$ cat src/rtl/drv_cal_pkg.sv
package drv_cal_pkg;

  // Per-cycle events produced by the window sequencer.
  typedef struct packed {
    logic open;   // window starts on the next cycle
    logic step;   // a comparator sample may move the working code
    logic close;  // last window cycle, commit on this edge
  } cal_tick_t;

  typedef enum logic {
    DIR_DOWN = 1'b0,
    DIR_UP   = 1'b1
  } step_dir_e;

endpackage

$ cat src/rtl/drv_cal_window.sv
module drv_cal_window
  import drv_cal_pkg::*;
#(
  parameter int WIN_LEN  = 64,
  parameter int STEP_DIV = 4
) (
  input  logic      clk,
  input  logic      rst,
  input  logic      refresh_req,
  output logic      busy,
  output cal_tick_t tick
);

  localparam int CNT_W = (WIN_LEN > 1) ? $clog2(WIN_LEN) : 1;
  localparam logic [CNT_W-1:0] CNT_LAST = CNT_W'(WIN_LEN - 1);

  logic             req_q;
  logic             busy_q;
  logic [CNT_W-1:0] win_cnt;
  logic             rise;
  logic             pace_hit;
  logic             last_cyc;

  assign rise     = refresh_req & ~req_q;
  assign last_cyc = busy_q & (win_cnt == CNT_LAST);

  always_ff @(posedge clk) begin
    if (rst) begin
      req_q <= 1'b0;
    end else begin
      req_q <= refresh_req;
    end
  end

  always_ff @(posedge clk) begin
    if (rst) begin
      busy_q  <= 1'b0;
      win_cnt <= '0;
    end else if (rise && !busy_q) begin
      busy_q  <= 1'b1;
      win_cnt <= '0;
    end else if (busy_q) begin
      if (win_cnt == CNT_LAST) begin
        busy_q <= 1'b0;
      end
      win_cnt <= win_cnt + 1'b1;
    end
  end

  // Step pacing: one opportunity every STEP_DIV window cycles.
  generate
    if (STEP_DIV <= 1) begin : g_pace_every
      assign pace_hit = busy_q;
    end else begin : g_pace_div
      localparam int PC_W = $clog2(STEP_DIV);
      localparam logic [PC_W-1:0] PC_LAST = PC_W'(STEP_DIV - 1);
      logic [PC_W-1:0] pace_cnt;

      always_ff @(posedge clk) begin
        if (rst) begin
          pace_cnt <= '0;
        end else if (rise && !busy_q) begin
          pace_cnt <= '0;
        end else if (busy_q) begin
          pace_cnt <= (pace_cnt == PC_LAST) ? '0 : pace_cnt + 1'b1;
        end
      end

      assign pace_hit = busy_q & (pace_cnt == PC_LAST);
    end
  endgenerate

  assign busy       = busy_q;
  assign tick.open  = rise & ~busy_q;
  assign tick.step  = pace_hit & ~last_cyc;
  assign tick.close = last_cyc;

endmodule

$ cat src/rtl/drv_cal_settle.sv
module drv_cal_settle
  import drv_cal_pkg::*;
#(
  parameter int CONV_STEPS = 3
) (
  input  logic      clk,
  input  logic      rst,
  input  cal_tick_t tick,
  input  logic      cmp_high,
  output logic      step_en
);

  localparam int REV_NEED = (CONV_STEPS > 1) ? CONV_STEPS - 1 : 1;
  localparam int REV_W    = $clog2(REV_NEED + 1);
  localparam logic [REV_W-1:0] REV_LAST = REV_W'(REV_NEED);

  step_dir_e        prev_dir;
  logic             have_prev;
  logic             held;
  logic [REV_W-1:0] rev_cnt;
  step_dir_e        cur_dir;
  logic             reversal;

  assign cur_dir  = cmp_high ? DIR_UP : DIR_DOWN;
  assign reversal = have_prev & (cur_dir != prev_dir);
  assign step_en  = tick.step & ~held;

  always_ff @(posedge clk) begin
    if (rst || tick.open) begin
      prev_dir  <= DIR_DOWN;
      have_prev <= 1'b0;
      held      <= 1'b0;
      rev_cnt   <= '0;
    end else if (step_en) begin
      prev_dir  <= cur_dir;
      have_prev <= 1'b1;
      if (reversal) begin
        rev_cnt <= rev_cnt + 1'b1;
        if (rev_cnt + 1'b1 == REV_LAST) begin
          held <= 1'b1;
        end
      end else begin
        rev_cnt <= '0;
      end
    end
  end

endmodule

$ cat src/rtl/drv_cal_code.sv
module drv_cal_code
  import drv_cal_pkg::*;
#(
  parameter int CODE_W     = 6,
  parameter int RESET_CODE = 32
) (
  input  logic              clk,
  input  logic              rst,
  input  cal_tick_t         tick,
  input  logic              step_en,
  input  logic              cmp_high,
  output logic [CODE_W-1:0] work_code,
  output logic [CODE_W-1:0] live_code
);

  localparam logic [CODE_W-1:0] CODE_MAX  = {CODE_W{1'b1}};
  localparam logic [CODE_W-1:0] CODE_MIN  = '0;
  localparam logic [CODE_W-1:0] CODE_INIT = CODE_W'(RESET_CODE);

  logic [CODE_W-1:0] work_q;
  logic [CODE_W-1:0] live_q;
  logic [CODE_W-1:0] work_nxt;

  always_comb begin
    work_nxt = work_q;
    if (step_en) begin
      if (cmp_high) begin
        if (work_q != CODE_MAX) work_nxt = work_q + 1'b1;
      end else begin
        if (work_q != CODE_MIN) work_nxt = work_q - 1'b1;
      end
    end
  end

  always_ff @(posedge clk) begin
    if (rst) begin
      work_q <= CODE_INIT;
    end else begin
      work_q <= work_nxt;
    end
  end

  always_ff @(posedge clk) begin
    if (rst) begin
      live_q <= CODE_INIT;
    end else if (tick.close) begin
      live_q <= work_q;
    end
  end

  assign work_code = work_q;
  assign live_code = live_q;

endmodule

$ cat src/rtl/drv_cal_ctrl.sv
module drv_cal_ctrl
  import drv_cal_pkg::*;
#(
  parameter int CODE_W     = 6,
  parameter int RESET_CODE = 32,
  parameter int WIN_LEN    = 64,
  parameter int STEP_DIV   = 4,
  parameter int CONV_STEPS = 3
) (
  input  logic              clk,
  input  logic              rst,
  input  logic              refresh_req,
  input  logic              cmp_high,
  output logic [CODE_W-1:0] drv_code,
  output logic              busy,
  output logic              done
);

  cal_tick_t         tick;
  logic              step_en;
  logic [CODE_W-1:0] work_code;
  logic              done_q;

  drv_cal_window #(
    .WIN_LEN  (WIN_LEN),
    .STEP_DIV (STEP_DIV)
  ) u_window (
    .clk         (clk),
    .rst         (rst),
    .refresh_req (refresh_req),
    .busy        (busy),
    .tick        (tick)
  );

  drv_cal_settle #(
    .CONV_STEPS (CONV_STEPS)
  ) u_settle (
    .clk      (clk),
    .rst      (rst),
    .tick     (tick),
    .cmp_high (cmp_high),
    .step_en  (step_en)
  );

  drv_cal_code #(
    .CODE_W     (CODE_W),
    .RESET_CODE (RESET_CODE)
  ) u_code (
    .clk       (clk),
    .rst       (rst),
    .tick      (tick),
    .step_en   (step_en),
    .cmp_high  (cmp_high),
    .work_code (work_code),
    .live_code (drv_code)
  );

  always_ff @(posedge clk) begin
    if (rst) begin
      done_q <= 1'b0;
    end else begin
      done_q <= tick.close;
    end
  end

  assign done = done_q;

endmodule

$ cat config.mk
export PLATFORM = sky130hd
export DESIGN_NAME = drv_cal_ctrl
export DESIGN_NICKNAME = d
export VERILOG_FILES = /design/src/rtl/drv_cal_pkg.sv /design/src/rtl/drv_cal_window.sv /design/src/rtl/drv_cal_settle.sv /design/src/rtl/drv_cal_code.sv /design/src/rtl/drv_cal_ctrl.sv
export SDC_FILE = /design/constraint.sdc
export NUM_CORES = 1
export LEC_CHECK = 0
export ABC_AREA = 1
export BUFFER_PORTS_ARGS = -buffer_cell sky130_fd_sc_hd__buf_2
export CORE_MARGIN = 1
export CORE_UTILIZATION = 50
export DETAILED_ROUTE_END_ITERATION = 8
export PLACE_DENSITY = 0.69
export SLEW_MARGIN = 20
export SYNTH_ARGS = -nofsm -noshare
export SYNTH_HDL_FRONTEND = slang
export SYNTH_SLANG_ARGS = --single-unit
$ cat constraint.sdc
create_clock -name clk -period 1.9 [get_ports clk]
set_clock_uncertainty 0.05 [all_clocks]
set_input_delay 0.57 -clock clk [delete_from_list [all_inputs] [get_ports clk]]
set_output_delay 0.57 -clock clk [all_outputs]
set_load 0.01 [all_outputs]
==> Word level (Yosys, flattened, before mapping) <==
Index checks and enable logic that the tools add are counted.
{ "totals": {"output_inout_bits": 8, "ff_bits": 28} }
{ "classes": {"n_mux": 9, "eq_ne": 6, "bitwise": 11, "n_reduce_logical": 8, "n_addsub": 5} }
{ "op_table": {"columns": ["operator", "n"], "rows": [
  ["$mux 6", 3],
  ["$add 6x1->6 const B", 2],
  ["$and 1x1->1", 7],
  ["$eq 6x6->1 const B", 1],
  ["$ne 6x6->1 const B", 1],
  ["$reduce_and 3->1", 2],
  ["$reduce_bool 6->1", 1],
  ["$sub 6x1->6 const B", 1],
  ["$add 2x1->2 const B", 2],
  ["$eq 2x2->1 const B", 2],
  ["$mux 1", 4],
  ["$mux 2", 2],
  ["$not 1->1", 4],
  ["$ne 2x1->1 const B", 1],
  ["$reduce_bool 2->1", 1],
  ["$reduce_or 2->1", 1],
  ["$logic_and 1x1->1", 1],
  ["$logic_not 1->1", 1],
  ["$logic_or 1x1->1", 1],
  ["$ne 1x1->1", 1]
]} }

==> Depth between registers and ports, before layout <==
Gate-level depths: netlist (run 1).
{ "logic_depth": {"depth_word": 6, "ltp_mapped": 10} }

==> By module <==
From an unflattened synthesis (run 1), not the netlist that was laid out.
{ "hier_totals": {"hier_cells": 200, "area_unflattened_um2": 1433.9} }
{ "by_module_without_submodules": {"columns": ["mod", "instances", "cells_per_inst", "area_each_um2", "seq_area_each_um2"], "rows": [
  ["drv_cal_code", 1, 104, 711.9, 240.2],
  ["drv_cal_window", 1, 60, 466.7, 200.2],
  ["drv_cal_settle", 1, 33, 225.2, 100.1],
  ["drv_cal_ctrl", 1, 3, 30.0, 20.0]
]} }

==> Least setup slack after synthesis (run 1) <==
OpenSTA, ideal clock, no wires.
{ "synth_timing": {"path_type": "input -> register", "from": "input cmp_high", "to": "register u_code.work_q[4] (netlist: u_code.work_code[4])", "arrival_ps": 1453, "path_buffers": 0, "required_time_ps": 1737, "stages": 8, "path_slack_ps": 285, "cell_sequence": "fa_1 > nand3b_1 > nand2_1 > nand2_1 > nand2_1 > nand2_1 > nand2_1 > nor2_1"} }
{ "synth_via": {"elab_chain_cells": 2} }
{ "synth_lines": {"columns": ["element", "line_no", "rtl"], "rows": [
  ["start, declared", "drv_cal_ctrl.sv:13", "input logic cmp_high,"],
  ["$ne 2x1->1 (no source line) or $reduce_bool 2->1 (tied branches)", null, null],
  ["$reduce_and 3->1 (no source line)", null, null],
  ["end signal, assigned", "drv_cal_code.sv:39", "work_q <= work_nxt;"],
  ["end, declared", "drv_cal_code.sv:20", "logic [CODE_W-1:0] work_q;"]
]} }
Several ways; a longest one is shown, not always the timed one.
A chain may end at the register's enable or synchronous reset.

==> Final worst setup path (run 1) <==
{ "layout_timing": {"from": "register u_window.busy_q (netlist: u_window.busy)", "to": "output busy"} }
{ "layout_rtl": {"columns": ["element", "line_no", "rtl"], "rows": [
  ["start, declared", "drv_cal_window.sv:18", "logic busy_q;"],
  ["start signal, assigned", "drv_cal_window.sv:37", "busy_q <= 1'b0;"],
  ["start signal, assigned", "drv_cal_window.sv:40", "busy_q <= 1'b1;"],
  ["start signal, assigned", "drv_cal_window.sv:44", "busy_q <= 1'b0;"],
  ["end, declared", "drv_cal_ctrl.sv:15", "output logic busy,"]
]} }
No word-level cell between the ends.

==> results of run 1 <==
power groups by stage:
| stage | Sequential [mW] | Clock, mW | Combinational (mW) |
|---|---|---|---|
| final | 0.603 | 0.391 | 0.0624 |
| after global routing | 0.605 | 0.418 | 0.0724 |
| after CTS | 0.604 | 0.398 | 0.0628 |
| after detailed placement | 0.616 | 0 | 0.0626 |
| after global placement | 0.616 | 0 | 0.0601 |
| after floorplan | 0.611 | 0 | 0.0496 |
worst min-delay path, cell delays in order:
cell    delay, ns
buf_2        0.10
inv_1        0.04
nor2_1       0.04
state kept, by name, summed over array words and instances, names as in the netlist:
signal and count:
u_code.work_code 6, u_window.g_pace_div.pace_cnt 2, u_settle.have_prev 1, u_settle.prev_dir 1
u_code.live_code 6, u_settle.rev_cnt 2, done 1, u_settle.held 1
u_window.busy 1, u_window.win_cnt 6, u_window.req_q 1
layer usage:
metal | vias up | wire (µm) | track usage
li1 | 628 | - | -
met3 | 2 | 83 | 0.0611
met5 | - | 0 | 0
met2 | 21 | 1300 | 0.345
met1 | 534 | 1130 | 0.201
met4 | 0 | 12 | 0.0556
cell type report:
class | count | area [µm²]
clock buffer | 3 | 22.5
clock inverter | 1 | 30.0
fill | 256 | 1030
inverter | 22 | 83.8
multi-input combinational | 139 | 713
sequential | 28 | 561
tap | 30 | 37.5
timing repair buffer | 13 | 70.1
worst max-delay path by stage:
stage	startpoint	endpoint	slack, ns	depth (start not counted)
CTS	u_window.busy	busy	0.12	1
global route	u_window.busy	busy	0.04	1
floorplan	cmp_high	u_code.work_code[4]	0.28	8
detailed placement	cmp_high	u_code.work_code[5]	0.04	11
global placement	cmp_high	u_code.work_code[4]	0.08	9
finish	u_window.busy	busy	0.14	1
cells by family (layout without fill, tap and decap cells):
family | after synthesis | count (layout) | share of synthesized area
AOI/OAI and AO/OA | 23 | 23 | 0.0954
xor gates and xnor gates | 4 | 4 | 0.0252
buffers and inverters | 26 | 39 | 0.0837
and+or+nand+nor | 104 | 104 | 0.315
adders and majority gates | 8 | 8 | 0.0774
DFF | 28 | 28 | 0.403
metrics by stage:
step                      setup WS (ns)   util  instance area (µm²)  std cells  total power [mW]
after floorplan                   0.285      -                 1390        193             0.661
after global placement           0.0810  0.576                 1470        232             0.676
after detailed placement         0.0359  0.576                 1470        232             0.679
after CTS                         0.118  0.596                 1520        236              1.06
after global routing             0.0387  0.596                 1520        236              1.10
final                             0.141  0.596                 1520        236              1.06
cells in the final DEF (no fill, tap or decap), types with 3 or more instances in the layout:
master    instances
nand2_1          54
o21ai_0           5
nor2_1           33
inv_1            21
clkbuf_4          3
ha_1              7
a21oi_1          14
nand3_1           7
dfxtp_1          28
buf_2            11
==> impl_metrics.py, run 1 <==
metrics = {
    "logic_synthesis": {
        "ys_async_sr_fraction": 0,
        "syn_avg_cell_area_um2": 7.20,
        "syn_area_mm2": 0.00139,
        "synth_top_cells_by_count": "nand2_1 (54), nor2_1 (33), dfxtp_1 (28), inv_1 (21), a21oi_1 (14)",
        "ys_seq_area_frac": 0.403,
        "synth_ff_type": "dfxtp_1",
        "synthTopCellsByArea": "dfxtp_1 (40%), nand2_1 (15%), nor2_1 (8.9%)",
        "synth_most_common_cell": "nand2_1",
        "yosysWarnings": 0,
        "synth_cells": 193,
        "yosys.area.top_type": "dfxtp_1",
        "synth_cell_types": 25,
        "ys_ff_latch": 28,
        "synth_edf_count": 0,
        "yosysTopAreaCellShare": 0.403,
        "synth_nets": 205,
    },
    "clock_tree": {
        "clockBufferDepth": 2,
        "path_clk_slew_ns": 0.16,
        "post-cts-setup-buffers": 0,
        "cts.sinks": 28,
        "cts_root_buf": "clkbuf_4",
        "ctsHoldBuffers": 0,
        "cts_tree": "yes",
        "cts_resized": 0,
        "cts_inserted_buffers": 3,
        "cts_max_level": 1,
        "clk_latency_ns": 0.33,
    },
    "sta": {
        "period_minus_slack_ns": 1.76,
        "finalCritPeriodShare": 0.926,
        "worst_pin_slew_ns": 0.437,
        "final.setup.tns_ns": 0,
        "finalMaxSlewViolations": 0,
        "setup_viol": 0,
        "rsz0062_at_grt": "no",
        "hold_violations": 0,
        "hold_slack_ns": 0.386,
        "timing.fmax_mhz": 569,
        "slew_headroom": 0.708,
    },
    "critical_path": {
        "cp-end-kind": "primary output",
        "cp_num_buf_inv": 1,
        "critPathKind": "flip-flop to primary output",
        "crit_path_start_kind": "flip-flop",
        "r2r_end": "u_code.work_code[4]",
        "worstRegToRegCells": 9,
        "timing.rr.start": "u_code.work_code[0]",
        "critPathArrivalTime_ns": 1.14,
        "required_ns": 1.28,
        "reg2reg_slack_ns": 0.24,
        "path_cells": "buf_2",
        "max_stage_delay_ns": 0.59,
        "cp_top_family": "flip-flops",
        "worstPathMaxFanout": 11,
        "cpMaxStageDelayCell": "dfxtp_1",
    },
    "floorplan": {
        "ios": 12,
        "core_area_mm2": 0.00254,
        "die_h_um": 54.7,
        "rows": 18,
        "start_util": 0.546,
        "die_area_mm2": 0.00299,
        "fp.dieW_um": 54.7,
    },
    "global_route": {
        "first_global_vias": 998,
        "grt_overflow": 0,
        "grt.total_usage": 0.188,
        "grt_max_degree": 17,
        "antenna_found_initial": 0,
        "grt_pass1_wl_mm": 4.01,
    },
    "layout": {
        "nets": 219,
        "antennaDiodeCount": 0,
        "area_delta_synth_final_pct": 9.18,
        "final_layout_size_suffix_gt1_frac": 0.117,
    },
    "job": {
        "maxCapViolCount": 0,
    },
    "routing": {
        "drcViolationCount": 0,
        "antenna_left": 0,
        "dr.first_iter.drc_count": 18,
        "firstDrtPassIters": 4,
        "wl_mm": 2.53,
        "vias_per_cell": 5.02,
        "detail_route.wl_per_cell_um": 10.7,
        "num_vias": 1185,
    },
    "worst_hold_path": {
        "whs_endpoint": "u_window.req_q",
        "hp-class": "input port to flip-flop",
        "hp-start": "refresh_req",
        "whs_path_depth": 3,
    },
    "placed_design": {
        "gp_congestion": 0.787,
        "dp_hpwl_mm": 1.94,
        "numPortBuffers": 11,
    },
    "pwr": {
        "power.share.clock": 0.370,
        "ir_drop_uv": 694,
        "seq_power_share": 0.571,
        "switching_power_mw": 0.226,
        "powerDensity_mw_per_mm2": 696,
        "switching_share": 0.213,
        "combPwrFrac": 0.059,
        "p_int_mw": 0.831,
        "leakagePower_nw": 0.712,
    },
    "run_status": {
        "run_status": "completed",
    },
}
No activity file was read; power rests on OpenSTA's default activity.
==> run 2, diff against run 1 <==
--- a/config.mk
+++ b/config.mk
@@ -10,8 +10,10 @@
 export CORE_MARGIN = 1
 export CORE_UTILIZATION = 50
 export DETAILED_ROUTE_END_ITERATION = 8
+export HOLD_SLACK_MARGIN = 0.08
 export PLACE_DENSITY = 0.69
 export SLEW_MARGIN = 20
 export SYNTH_ARGS = -nofsm -noshare
 export SYNTH_HDL_FRONTEND = slang
+export SYNTH_HIERARCHICAL = 1
 export SYNTH_SLANG_ARGS = --single-unit
==> run 2 against run 1 <==
Against the previous run: sequential share of layout area decreased by 1.6 points; total power decreased by 8.4%; critical path depth increased by 9; sequential cell count unchanged; cell area increased by 4.5%; combinational power increased by 34%; non-clock buffer count increased by 2; critical path type is now flip-flop to flip-flop; largest power group unchanged.
==> impl_metrics.py, run 2 <==
metrics = {
    "sta": {
        "finalMaxSlewViolations": 0,
        "period_minus_slack_ns": 1.69,
        "setup_viol": 0,
        "worst_pin_slew_ns": 0.227,
        "timing.fmax_mhz": 593,
        "final.setup.tns_ns": 0,
        "rsz0062_at_grt": "no",
        "slew_headroom": 0.849,
        "hold_violations": 0,
        "finalCritPeriodShare": 0.887,
    },
    "critical_path": {
        "cp_num_buf_inv": 1,
        "required_ns": 2.11,
        "critPathKind": "flip-flop to flip-flop",
        "worstRegToRegCells": 10,
        "cp_top_family": "simple AND/OR/NAND/NOR gates",
        "cp-startpoint": "u_window/win_cnt[0]",
        "path_cells": "ha_1 -> nand3_1 -> o21bai_1 -> nor2_2 -> nand2_2 -> inv_2 -> nand2_4 -> nor2_4 -> nand2_1 -> a21oi_1",
        "path_depth": 10,
        "timing.rr.start": "u_window/win_cnt[0]",
        "critPathArrivalTime_ns": 1.90,
        "cpMaxStageDelayCell": "dfxtp_1",
        "crit_path_start_kind": "flip-flop",
        "cp-end-kind": "flip-flop",
        "worstPathMaxFanout": 6,
        "max_stage_delay_ns": 0.35,
    },
    "logic_synthesis": {
        "ys_seq_area_frac": 0.391,
        "synth_most_common_cell": "nand2_1",
        "synth_cells": 200,
        "synth_cell_types": 26,
        "syn_area_mm2": 0.00143,
        "syn_avg_cell_area_um2": 7.17,
        "synthTopCellsByArea": "dfxtp_1 (39%), nand2_1 (13%), a21oi_1 (7.3%)",
        "synth_top_cells_by_count": "nand2_1 (49), dfxtp_1 (28), nor2_1 (27), inv_1 (23), a21oi_1 (21)",
        "yosys.area.top_type": "dfxtp_1",
        "synth_nets": 212,
        "yosysTopAreaCellShare": 0.391,
        "yosysWarnings": 6,
        "ys_ff_latch": 28,
        "synth_edf_count": 0,
        "synth_ff_type": "dfxtp_1",
        "ys_async_sr_fraction": 0,
    },
    "clock_tree": {
        "cts_max_level": 1,
        "clk_latency_ns": 0.32,
        "cts_resized": 0,
        "cts_inserted_buffers": 3,
        "path_clk_slew_ns": 0.15,
        "cts_root_buf": "clkbuf_4",
        "post-cts-setup-buffers": 0,
        "ctsHoldBuffers": 0,
        "clockBufferDepth": 2,
        "cts_tree": "yes",
        "cts.sinks": 28,
    },
    "routing": {
        "detail_route.wl_per_cell_um": 11.0,
        "antenna_left": 0,
        "wl_mm": 2.72,
        "num_vias": 1245,
        "dr.first_iter.drc_count": 38,
        "drcViolationCount": 0,
        "vias_per_cell": 5.02,
        "firstDrtPassIters": 4,
    },
    "placed_design": {
        "numPortBuffers": 11,
        "place_inst": 244,
        "dp_hpwl_mm": 2.18,
        "gp_congestion": 0.815,
    },
    "global_route": {
        "use_met3": 0.0328,
        "grt.total_usage": 0.193,
        "grt_pass1_wl_mm": 4.76,
        "busiest_layer": "met2",
        "antenna_found_initial": 0,
        "grt_max_degree": 16,
        "gr-usage-met2": 0.346,
        "first_global_vias": 1160,
        "gr-usage-met1": 0.224,
        "grt_overflow": 0,
    },
    "pwr": {
        "p_int_mw": 0.744,
        "leakagePower_nw": 0.745,
        "combPwrFrac": 0.087,
        "powerDensity_mw_per_mm2": 610,
        "seq_power_share": 0.619,
        "switching_share": 0.231,
        "ir_drop_uv": 362,
        "switching_power_mw": 0.223,
        "power.share.clock": 0.294,
    },
    "floorplan": {
        "die_area_mm2": 0.00309,
        "ios": 12,
        "fp.dieW_um": 55.6,
        "rows": 19,
        "start_util": 0.524,
        "core_area_mm2": 0.00273,
        "die_h_um": 55.6,
    },
    "run_status": {
        "run_status": "completed",
    },
    "worst_hold_path": {
        "whs_path_depth": 2,
        "hp-class": "flip-flop to flip-flop",
        "hp-start": "u_code/live_code[5]",
    },
    "layout": {
        "finalNonFillerCells": 248,
        "nets": 230,
        "final_layout_size_suffix_gt1_frac": 0.175,
        "final_cell_mix": "nand2_1 (49), dfxtp_1 (28), nor2_1 (26)",
        "area_delta_synth_final_pct": 10.6,
        "antennaDiodeCount": 0,
        "mostFrequentLayoutCell": "nand2_1",
    },
    "job": {
        "maxCapViolCount": 0,
    },
}
run 2: area by class of cell:
type	instances	area, µm²
fillers	252	1150
multi-input cells	144	766
flip-flops and latches	28	561
inverters	26	98.8
repair buffers	15	85.1
well taps	31	38.8
clock buffers	4	36.3
run 2: stage by stage:
step	instance area (µm²)	power [mW]	hold WS, ns	util	setup slack, ns
6_report	1590	0.968	0.416	0.580	0.215
3_5_place_dp	1550	0.695	0.393	0.566	0.00888
5_1_grt	1590	1.01	0.420	0.580	0.0409
4_1_cts	1580	0.978	0.416	0.579	0.155
3_3_place_gp	1550	0.691	0.389	0.566	0.0465
2_1_floorplan	1430	0.666	0.391	-	0.213
run 2: final timing paths:
path / to / slack [ns]
worst max-delay path: u_code/work_code[3] / 0.21
worst min-delay path: u_code/live_code[5] / 0.42
worst max register to register: u_code/work_code[3] / 0.21
worst min register to register: u_code/live_code[5] / 0.42
run 2: worst reg2reg max path, stage by stage, from the launching register on:
cell and delay (ns):
dfxtp_1 0.35, ha_1 0.22, nand3_1 0.11, o21bai_1 0.10, nor2_2 0.14, nand2_2 0.10
inv_2 0.14, nand2_4 0.08, nor2_4 0.14, nand2_1 0.07, a21oi_1 0.12
run 2: logic make-up after synthesis:
family	Yosys count	share of synthesized area
AND/OR/NAND/NOR	104	0.341
AO/OA/AOI/OAI	31	0.110
buffers and inverters	28	0.0768
flip-flops	28	0.391
adder cells (fa/ha/maj)	8	0.0750
XOR/XNOR	1	0.00611
run 2: per-layer routing:
layer | up-vias | part of all wire
li1 | 666 | -
met1 | 563 | 0.48
met5 | - | 0
met4 | 0 | 0.0085
met2 | 14 | 0.50
met3 | 2 | 0.021
run 2: power groups by stage:
stage / Combinational (mW) / Sequential [mW] / Clock, mW
after floorplan: 0.0530 / 0.613 / 0
final: 0.0837 / 0.599 / 0.285
after global routing: 0.0954 / 0.600 / 0.315
after CTS: 0.0840 / 0.599 / 0.295
after detailed placement: 0.0833 / 0.612 / 0
after global placement: 0.0800 / 0.611 / 0
